<file path="src/rtl/kcs_pkg.sv">
// Shared types and status bit positions for the host register window.
// Assumes byte-wide ports; the status layout is fixed by the host protocol.
package kcs_pkg;
    localparam int BYTE_W = 8;

    // Interface state codes seen by the host in status bits 7:6.
    typedef enum logic [1:0] {
        ST_IDLE  = 2'd0,
        ST_READ  = 2'd1,
        ST_WRITE = 2'd2,
        ST_ERROR = 2'd3
    } kcs_state_e;

    localparam int SB_OBF   = 0;
    localparam int SB_IBF   = 1;
    localparam int SB_ATN   = 2;
    localparam int SB_CD    = 3;
    localparam int SB_ST_LO = 6;
endpackage

</file>
<file path="src/rtl/kcs_addr_match.sv">
// Address decode for the two host ports.
// Assumes the command/status port is at base + 1 and wraps modulo 2^ADDR_W.
// When the channel is disabled, no access hits.
module kcs_addr_match #(
    parameter int ADDR_W = 16
) (
    input  logic              enable,
    input  logic [ADDR_W-1:0] base,
    input  logic [ADDR_W-1:0] addr,
    input  logic              wr,
    input  logic              rd,
    output logic              sel_data,
    output logic              sel_cmd,
    output logic              wr_hit,
    output logic              data_rd,
    output logic              cmd_rd
);
    logic [ADDR_W-1:0] cmd_addr;

    // Compare the host address with both port addresses.
    always_comb begin
        cmd_addr = base + {{(ADDR_W-1){1'b0}}, 1'b1};
        sel_data = enable && (addr == base);
        sel_cmd  = enable && (addr == cmd_addr);
        wr_hit   = wr && (sel_data || sel_cmd);
        data_rd  = rd && sel_data;
        cmd_rd   = rd && sel_cmd;
    end
endmodule

</file>
<file path="src/rtl/kcs_flag_regs.sv">
// Data registers and handshake flags of the window.
// Assumes single-cycle strobes. A host write beats a same-cycle local read
// for input-full, and a local write beats a same-cycle host data read for
// output-full.
module kcs_flag_regs
    import kcs_pkg::*;
(
    input  logic              clk,
    input  logic              rst_n,
    input  logic              wr_hit,
    input  logic              is_cmd,
    input  logic [BYTE_W-1:0] wdata,
    input  logic              idr_rd,
    input  logic              odr_wr,
    input  logic [BYTE_W-1:0] odr_wdata,
    input  logic              data_rd,
    output logic [BYTE_W-1:0] idr,
    output logic [BYTE_W-1:0] odr,
    output logic              ibf,
    output logic              obf,
    output logic              cd
);
    // Host-to-local path: input register, command/data flag, input-full.
    always_ff @(posedge clk) begin
        if (!rst_n) begin
            idr <= '0;
            ibf <= 1'b0;
            cd  <= 1'b0;
        end else if (wr_hit) begin
            idr <= wdata;
            ibf <= 1'b1;
            cd  <= is_cmd;
        end else if (idr_rd) begin
            ibf <= 1'b0;
        end
    end

    // Local-to-host path: output register and output-full.
    always_ff @(posedge clk) begin
        if (!rst_n) begin
            odr <= '0;
            obf <= 1'b0;
        end else if (odr_wr) begin
            odr <= odr_wdata;
            obf <= 1'b1;
        end else if (data_rd) begin
            obf <= 1'b0;
        end
    end

    a_r4_ibf_set: assert property (@(posedge clk) disable iff (!rst_n)
        wr_hit |=> ibf);
    a_r3_cd_port: assert property (@(posedge clk) disable iff (!rst_n)
        wr_hit |=> (cd == $past(is_cmd)) && (idr == $past(wdata)));
    a_r5_ibf_clr: assert property (@(posedge clk) disable iff (!rst_n)
        (idr_rd && !wr_hit) |=> !ibf);
    a_r6_obf_set: assert property (@(posedge clk) disable iff (!rst_n)
        odr_wr |=> obf && (odr == $past(odr_wdata)));
    a_r7_obf_clr: assert property (@(posedge clk) disable iff (!rst_n)
        (data_rd && !odr_wr) |=> !obf);
    a_r7_odr_hold: assert property (@(posedge clk) disable iff (!rst_n)
        !odr_wr |=> $stable(odr));
endmodule

</file>
<file path="src/rtl/kcs_status_ctl.sv">
// Locally owned status fields: interface state and attention flag.
// Assumes reset puts the state at error so the host can see the reset.
// Set beats clear on the attention flag.
module kcs_status_ctl
    import kcs_pkg::*;
(
    input  logic       clk,
    input  logic       rst_n,
    input  logic       state_wr,
    input  logic [1:0] state_val,
    input  logic       atn_set,
    input  logic       atn_clr,
    output kcs_state_e state,
    output logic       atn
);
    // Load the interface state on request.
    always_ff @(posedge clk) begin
        if (!rst_n)        state <= ST_ERROR;
        else if (state_wr) state <= kcs_state_e'(state_val);
    end

    // Set or clear the attention flag; set has priority.
    always_ff @(posedge clk) begin
        if (!rst_n)       atn <= 1'b0;
        else if (atn_set) atn <= 1'b1;
        else if (atn_clr) atn <= 1'b0;
    end

    a_r9_state_load: assert property (@(posedge clk) disable iff (!rst_n)
        state_wr |=> state == $past(state_val));
    a_r9_state_hold: assert property (@(posedge clk) disable iff (!rst_n)
        !state_wr |=> $stable(state));
    a_r10_atn_set: assert property (@(posedge clk) disable iff (!rst_n)
        atn_set |=> atn);
    a_r10_atn_clr: assert property (@(posedge clk) disable iff (!rst_n)
        (atn_clr && !atn_set) |=> !atn);
endmodule

</file>
<file path="src/rtl/kcs_host_window.sv">
// Top of the keyboard-controller-style host register window.
// Assumes one-cycle host strobes. Read data is combinational in the strobe
// cycle, and every register side effect lands at the next clock edge.
module kcs_host_window
    import kcs_pkg::*;
#(
    parameter int ADDR_W = 16
) (
    input  logic              clk,
    input  logic              rst_n,
    input  logic              cfg_enable,
    input  logic              cfg_irq_en,
    input  logic [ADDR_W-1:0] cfg_base,
    input  logic              host_wr,
    input  logic              host_rd,
    input  logic [ADDR_W-1:0] host_addr,
    input  logic [BYTE_W-1:0] host_wdata,
    output logic [BYTE_W-1:0] host_rdata,
    input  logic              bmc_idr_rd,
    output logic [BYTE_W-1:0] bmc_idr,
    input  logic              bmc_odr_wr,
    input  logic [BYTE_W-1:0] bmc_odr_wdata,
    input  logic              bmc_state_wr,
    input  logic [1:0]        bmc_state_val,
    input  logic              bmc_atn_set,
    input  logic              bmc_atn_clr,
    output logic [BYTE_W-1:0] bmc_status,
    output logic              bmc_irq
);
    logic              sel_data, sel_cmd, wr_hit, data_rd, cmd_rd;
    logic [BYTE_W-1:0] odr;
    logic              ibf, obf, cd, atn;
    kcs_state_e        state;

    kcs_addr_match #(.ADDR_W(ADDR_W)) u_dec (
        .enable   (cfg_enable),
        .base     (cfg_base),
        .addr     (host_addr),
        .wr       (host_wr),
        .rd       (host_rd),
        .sel_data (sel_data),
        .sel_cmd  (sel_cmd),
        .wr_hit   (wr_hit),
        .data_rd  (data_rd),
        .cmd_rd   (cmd_rd)
    );

    kcs_flag_regs u_flags (
        .clk       (clk),
        .rst_n     (rst_n),
        .wr_hit    (wr_hit),
        .is_cmd    (sel_cmd),
        .wdata     (host_wdata),
        .idr_rd    (bmc_idr_rd),
        .odr_wr    (bmc_odr_wr),
        .odr_wdata (bmc_odr_wdata),
        .data_rd   (data_rd),
        .idr       (bmc_idr),
        .odr       (odr),
        .ibf       (ibf),
        .obf       (obf),
        .cd        (cd)
    );

    kcs_status_ctl u_stat (
        .clk       (clk),
        .rst_n     (rst_n),
        .state_wr  (bmc_state_wr),
        .state_val (bmc_state_val),
        .atn_set   (bmc_atn_set),
        .atn_clr   (bmc_atn_clr),
        .state     (state),
        .atn       (atn)
    );

    // Assemble the status byte from the individual fields.
    always_comb begin
        bmc_status                        = '0;
        bmc_status[SB_ST_LO+1:SB_ST_LO]   = state;
        bmc_status[SB_CD]                 = cd;
        bmc_status[SB_ATN]                = atn;
        bmc_status[SB_IBF]                = ibf;
        bmc_status[SB_OBF]                = obf;
    end

    // Steer the host read data and drive the interrupt.
    always_comb begin
        if (data_rd)     host_rdata = odr;
        else if (cmd_rd) host_rdata = bmc_status;
        else             host_rdata = '0;
        bmc_irq = ibf && cfg_enable && cfg_irq_en;
    end

    a_r11_dis_no_wr: assert property (@(posedge clk) disable iff (!rst_n)
        (!cfg_enable && !bmc_idr_rd) |=> $stable(ibf));
    a_r12_irq_src: assert property (@(posedge clk) disable iff (!rst_n)
        bmc_irq |-> bmc_status[SB_IBF]);
    a_r7_stat_rd: assert property (@(posedge clk) disable iff (!rst_n)
        (cmd_rd && !bmc_odr_wr) |=> $stable(obf));
    a_r1_reset_err: assert property (@(posedge clk)
        !rst_n |=> state == ST_ERROR);
endmodule

</file>
<file path="config.mk">
export PLATFORM = sky130hd
export DESIGN_NAME = kcs_host_window
export DESIGN_NICKNAME = d
export VERILOG_FILES = /design/src/rtl/kcs_pkg.sv /design/src/rtl/kcs_addr_match.sv /design/src/rtl/kcs_flag_regs.sv /design/src/rtl/kcs_status_ctl.sv /design/src/rtl/kcs_host_window.sv
export SDC_FILE = /design/constraint.sdc
export NUM_CORES = 1
export LEC_CHECK = 0
export ABC_AREA = 1
export BUFFER_PORTS_ARGS = -buffer_cell sky130_fd_sc_hd__buf_2
export CORE_MARGIN = 2
export CORE_UTILIZATION = 35
export DETAILED_ROUTE_END_ITERATION = 10
export GPL_TIMING_DRIVEN = 0
export PLACE_DENSITY_LB_ADDON = 0.1
export SYNTH_ARGS = -nofsm -noshare
export SYNTH_HDL_FRONTEND = slang
export SYNTH_SLANG_ARGS = --single-unit
</file>
<file path="constraint.sdc">
create_clock -name clk -period 2.3 [get_ports clk]
set_clock_uncertainty 0.05 [all_clocks]
set_input_delay 0.46 -clock clk [delete_from_list [all_inputs] [get_ports clk]]
set_output_delay 0.46 -clock clk [all_outputs]
set_load 0.02 [all_outputs]
</file>
==> summary.md, run 1 <==
| Metric | Value |
|---|---|
| Crit start category | `primary input` |
| Gr usage total | `16.5%` |
| Total length of routed wires | `4500 um` |
| Worst-path maximum fanout | `6` |
| Post-Synthesis Cells | `302` |
| Status | `finished, violations left` |
| Synth top area share | `25.7%` |
| Leak | `1.38 nW` |
| Pwr dens | `376 nW/um2` |
| Detailed Routing Iterations Pass 1 | `4` |
| Post-Synth Simple-Gate Area | `47.3%` |
| Iter 0 DRT Violations | `66` |
| Seq/Total Area, Yosys | `25.7%` |
| Core area | `4720 um2` |
| Adder-cell share of the synthesized area | `0.730%` |
| Synth cell types | `22` |
| ANT nets after route | `0` |
| Mapped cell area | `1710 um2` |
| Synth warnings | `0` |
| CP Capture Type | `output pin` |
| CP Class | `in2out` |
| Top cell by count, worst path | `nand2_1` |
| Violated checks | `negative setup slack` |
| Area growth, synth to finish | `46.2%` |
| CP required | `1.79 ns` |
| Synth area leader | `dfxtp_1` |
| Compound-gate portion of the synthesized area | `4.67%` |
| Max Cap Violations | `0` |
| Largest family of logic cells by synthesized area | `simple AND/OR/NAND/NOR gates` |
| H-tree depth | `1` |
| Flops & latches, synth | `22` |
| DRC Markers | `0` |
| Area contributors post-synth | `dfxtp_1 (26%), nand2_1 (22%), nor2_1 (12%), inv_1 (9.4%), nand3_1 (6.1%)` |
| First-pass GRT wire length | `7090 um` |
| HPWL Detailed | `3630 um` |
| GPL Wtd Cong | `0.845` |
| Clock tree sinks | `22` |
| Data arrival, critical path | `2.04 ns` |
| Die X | `74.0 um` |
| RSZ-0062 raised after global routing | `yes` |
| Post-synthesis mux area share | `0%` |
| Syn_area_per_cell | `5.67 um2` |
| Largest net degree at the start of global routing | `13` |
| Crit path time final | `2.55 ns` |
| Root Buffer | `clkbuf_8` |
| Initial antenna violation count | `0` |
| IO Port Bufs | `82` |
| Worst hold slack | `0.351 ns` |
| Final Worst Setup Slack | `-0.253 ns` |
| Reg-to-reg critical path startpoint | `u_flags.ibf` |
| Wire per inst | `9.76 um` |
| Commonest cells after routing, fill and taps aside | `nand2_1 (95), buf_2 (75), nor2_1 (47)` |
| TritonCTS Buffers | `3` |
| Gr ovfl total | `0` |
| WP depth | `15` |
| Worst setup path end | `host_rdata[0]` |
| CP Buf/Inv Count | `3` |
| Final instance area | `2500 um2` |
| Layout cells sized above 1 | `34.3%` |
| IO Count | `86` |
| Max frequency | `392 MHz` |
| CTS Buffer Depth | `2` |
| Vias/cell | `4.34` |
| Slowest CP cell | `ha_4` |
| Commonest non-fill, non-tap cell in the layout | `nand2_1` |
| R2r endpoint | `u_flags.ibf` |
| CP cell instances | `buf_8 -> ha_4 -> inv_2 -> nand2_1 -> nand3_2 -> nor2_2 -> nand3_1 -> nor2_1 -> nand2_1 -> nor2_4 -> nand2_2 -> nor2_4 -> nand3_1 -> nand2_1 -> buf_4` |
| Initial core utilization | `36.3%` |
| ANT cells | `0` |
| Final setup viols | `8` |
| Post-Synth XOR/XNOR Area | `7.67%` |
| R2R Setup Slk | `1.52 ns` |
| Final nets | `457` |
| Clock transition at the registers of the reported paths | `0.08 ns` |
| Dpl ws | `-0.601 ns` |
| CTS tree | `done` |
| Peak VDD IR | `0.333 mV` |
| Vias in the first global route | `1673` |
| HP Class | `in2reg` |
| Die area | `5470 um2` |
| Final Cycle Share | `111%` |
| CP peak stage delay | `0.26 ns` |
| Hold Fails Final Rpt | `0` |
| Slew Viols, Final | `0` |
| Row cnt | `25` |
| Worst Reg-to-Reg Cells | `4` |
| Hold_buf cts | `0` |
| Vias | `2003` |
| Design Power | `0.000941 W` |
| Die Y | `74.0 um` |
| CP Launch Point | `cfg_base[1]` |
| Delay-heaviest family, CP | `simple AND/OR/NAND/NOR gates` |
| Clock latency on the worst-skew pair | `0.26 ns` |
| Placed Area | `2210 um2` |
[registers in the layout, summed over array words and instances (netlist names)]
name / cells
u_stat.state: 2
u_flags.idr: 8
u_stat.atn: 1
u_flags.odr: 8
u_flags.obf: 1
u_flags.ibf: 1
u_flags.cd: 1
[cells in the mapped netlist (all sizes together)]
cell,n
xor2,7
nand4,3
nand2,102
and3,1
buf,8
or2,1
o21ai,11
dfxtp,22
clkbuf,2
nor2,61
nor3,3
nand3,23
ha,1
a21oi,5
conb,1
inv,43
xnor2,8
[power breakdown]
part | switching (W) | internal, W
clock network | 0.000124 | 0.000153
logic | 0.000146 | 0.000115
registers | 0.00000789 | 0.000395
[layout make-up]
cell class	instances	area (um2)
fillers	512	2220
multi-input cells	228	1190
repair buffers	87	502
flip-flops and latches	22	440
inverters	43	161
well taps	67	83.8
plain buffers	10	72.6
clock buffers	4	55.1
[logic make-up after synthesis]
family | Yosys count
fa+ha+maj | 1
flops | 22
simple gates | 194
compound gates | 16
buf+inv | 53
xor+xnor | 15
other cells | 1
[worst reg2reg max path, delay by kind of cell, from the launching register on]
family / cells / cell delay (ns)
buffers and inverters: 2 / 0.11
flip-flops: 1 / 0.35
AND/OR/NAND/NOR: 1 / 0.03
AO/OA/AOI/OAI: 1 / 0.15
[routing by layer]
metal  wire length [um]  GRT usage [%]  share of wire (%)
met1               2240           23.3                 50
met2               1920           25.7                 43
met3                304           3.93                6.8
met4                 35           3.64               0.78
met5                  0              0                  0
[through the flow]
step / util, % / std cells / setup TNS, ns
finish: 53.0 / 461 / -1.84
global route: 53.0 / 461 / -2.78
CTS: 51.2 / 457 / -1.92
detailed placement: 46.8 / 452 / -4.32
global placement: 46.8 / 452 / -4.29
floorplan: - / 303 / -0.0381
[what timing repair did]
action                                  4_1_cts  5_1_grt
cloned                                        0        0
resized for setup                            36       14
endpoints found under the setup margin        8        8
setup buffers                                 1        4
pin swaps                                     4        6
[worst min path at each step]
stage	depth (start not counted)	start	to	slack, ns
after global placement	2	u_flags.odr[4]	u_flags.odr[4]	0.40
after detailed placement	2	u_flags.odr[5]	u_flags.odr[5]	0.40
after CTS	3	bmc_atn_set	u_stat.atn	0.35
after global routing	3	bmc_state_val[1]	u_stat.state[1]	0.36
after floorplan	2	u_flags.odr[4]	u_flags.odr[4]	0.38
final	3	bmc_state_val[1]	u_stat.state[1]	0.35
Note: power is estimated with default switching activity, not from simulation.
==> run 2: changes to the inputs <==
CAP_MARGIN = 25   (was unset)
clock period = 2.4 ns   (was 2.3 ns; I/O delays follow)
==> run 2 against run 1 <==
Net effect:
- the flow still finishes with violations (negative setup slack)
- register-to-register slack better by 0.10 ns
- die area did not move
- hold slack improved by 0.021 ns
- clock-buffer cell count unchanged
- cell count is 0.22% higher
- global-route usage decreased by 0.15 points
- setup slack improved by 0.066 ns
- sequential cell count unchanged
- cell area down 0.15%
- critical endpoint unchanged
- largest cell class unchanged
- largest power group unchanged
==> summary.md, run 2 (synthesis gave the netlist of run 1 again) <==
| Metric | Value |
|---|---|
| Die area | `5470 um2 (unchanged)` |
| H-tree depth | `1 (unchanged)` |
| Status | `finished, violations left` |
| Iter 0 DRT Violations | `69 (+4.5%)` |
| Max frequency | `387 MHz` |
| Worst hold slack | `0.372 ns (+0.0212 ns)` |
| Hold Fails Final Rpt | `0 (unchanged)` |
| Wire per inst | `9.79 um (+0.32%)` |
| IO Count | `86 (unchanged)` |
| Vias | `2002 (-0.050%)` |
| Sequential cell area | `440 um2 (unchanged)` |
| Clock tree sinks | `22 (unchanged)` |
| ANT nets after route | `0 (unchanged)` |
| CP Capture Type | `output pin` |
| Total length of routed wires | `4520 um (+0.53%)` |
| Final Worst Setup Slack | `-0.187 ns (+0.0665 ns)` |
| First-pass GRT wire length | `7020 um (-0.87%)` |
| Core area | `4720 um2 (unchanged)` |
| Initial core utilization | `36.3% (unchanged)` |
| Data arrival, critical path | `2.06 ns (+0.02 ns)` |
| Post-layout util | `52.9% (-0.079 points)` |
| RSZ-0062 raised after global routing | `yes` |
| Row cnt | `25 (unchanged)` |
| Fill cells | `513 (+0.20%)` |
| Slew Viols, Final | `0 (unchanged)` |
| GPL Wtd Cong | `0.845 (unchanged)` |
| Gr ovfl total | `0 (unchanged)` |
| Final Cycle Share | `108%` |
| CP Class | `in2out` |
| Area growth, synth to finish | `45.9%` |
| Layout cells sized above 1 | `34.4% (+0.17 points)` |
| Setup TNS | `-1.19 ns (+0.650 ns)` |
| CTS Buffer Depth | `2 (unchanged)` |
| Worst-path maximum fanout | `6 (unchanged)` |
| Leak | `1.37 nW (-0.85%)` |
| CTS tree | `done` |
| Die Y | `74.0 um (unchanged)` |
| Violated checks | `negative setup slack` |
| ANT cells | `0 (unchanged)` |
| HPWL Detailed | `3630 um (unchanged)` |
| Final nets | `458 (+0.22%)` |
| Dpl ws | `-0.541 ns (+0.0600 ns)` |
| Area occupied by multi-input gates | `1180 um2 (-0.95%)` |
| Peak VDD IR | `0.319 mV (-4.2%)` |
| Commonest non-fill, non-tap cell in the layout | `nand2_1` |
| IO Port Bufs | `82 (unchanged)` |
| HP Class | `in2reg` |
| Root Buffer | `clkbuf_8` |
| CP required | `1.87 ns (+0.08 ns)` |
| Initial antenna violation count | `0 (unchanged)` |
| Final setup viols | `8 (unchanged)` |
| Largest net degree at the start of global routing | `13 (unchanged)` |
| DRC Markers | `0 (unchanged)` |
| Clock transition at the registers of the reported paths | `0.08 ns (about the same)` |
| Max Cap Violations | `0 (unchanged)` |
| Clock latency on the worst-skew pair | `0.26 ns (about the same)` |
| TritonCTS Buffers | `3 (unchanged)` |
| Largest registers | `u_flags.idr: 8 flops, u_flags.odr: 8 flops, u_stat.state: 2 flops` |
| Pwr dens | `361 nW/um2 (-4.1%)` |
| Crit path time final | `2.59 ns` |
| Vias/cell | `4.33 (-0.27%)` |
| Detailed Routing Iterations Pass 1 | `4 (unchanged)` |
| Die X | `74.0 um (unchanged)` |
| Gr usage total | `16.4% (-0.15 points)` |
| Vias in the first global route | `1667 (-0.36%)` |
| Crit start category | `primary input` |
| Commonest cells after routing, fill and taps aside | `nand2_1 (95), buf_2 (75), nor2_1 (47)` |
| Hold_buf cts | `0 (unchanged)` |
[run 2: changes by cell type in the layout (fill, tap and decap cells not counted), sizes merged]
cell	change
buf	+1
[run 2: critical path, cell delays in order]
cell	delay, ns
buf_8	0.11
ha_4	0.26
inv_2	0.03
nand2_1	0.06
nand3_2	0.07
nor2_2	0.11
nand3_1	0.09
nor2_1	0.09
nand2_1	0.09
nor2_4	0.12
nand2_2	0.08
nor2_4	0.16
nand3_1	0.10
nand2_1	0.07
buf_4	0.13
[run 2: routing by layer]
metal  share of wire [%]  track usage, %  up-vias
met5                   0               0        -
met3                 7.1            3.93        5
met4                0.77            3.64        0
li1                    -               -     1091
met2                  42            25.6       64
met1                  50            23.0      842
[run 2: worst paths after layout]
kind	start	to	slack, ns	cells past startpoint
worst max-delay path	cfg_base[1]	host_rdata[0]	-0.19	15
worst min-delay path	bmc_state_val[1]	u_stat.state[1]	0.37	3
worst max register to register	u_flags.ibf	u_flags.ibf	1.62	4
worst min register to register	u_flags.odr[5]	u_flags.odr[5]	0.41	2
[run 2: power breakdown]
part | internal (W) | switching (W)
logic | 0.000110 | 0.000139
registers | 0.000379 | 0.00000759
clock network | 0.000146 | 0.000120
[run 2: area by class of cell]
| cell class | count | share of cell area (%) |
|---|---|---|
| well taps | 67 | 3.35 |
| inverters | 43 | 6.46 |
| plain buffers | 10 | 2.90 |
| clock buffers | 4 | 2.20 |
| repair buffers | 88 | 20.4 |
| flip-flops and latches | 22 | 17.6 |
| multi-input cells | 228 | 47.1 |
[run 2: through the flow]
stage          std cells  total power, W  instance area [um2]
6_report             462        0.000902                 2500
5_1_grt              462        0.000954                 2500
3_5_place_dp         452        0.000615                 2210
3_3_place_gp         452        0.000613                 2210
4_1_cts              457        0.000896                 2400
2_1_floorplan        303        0.000522                 1720
[run 2: timing repair]
action	in CTS	in global routing
pin swaps	4	7
endpoints found under the setup margin	8	8
buffers inserted	1	5
resized for setup	32	16
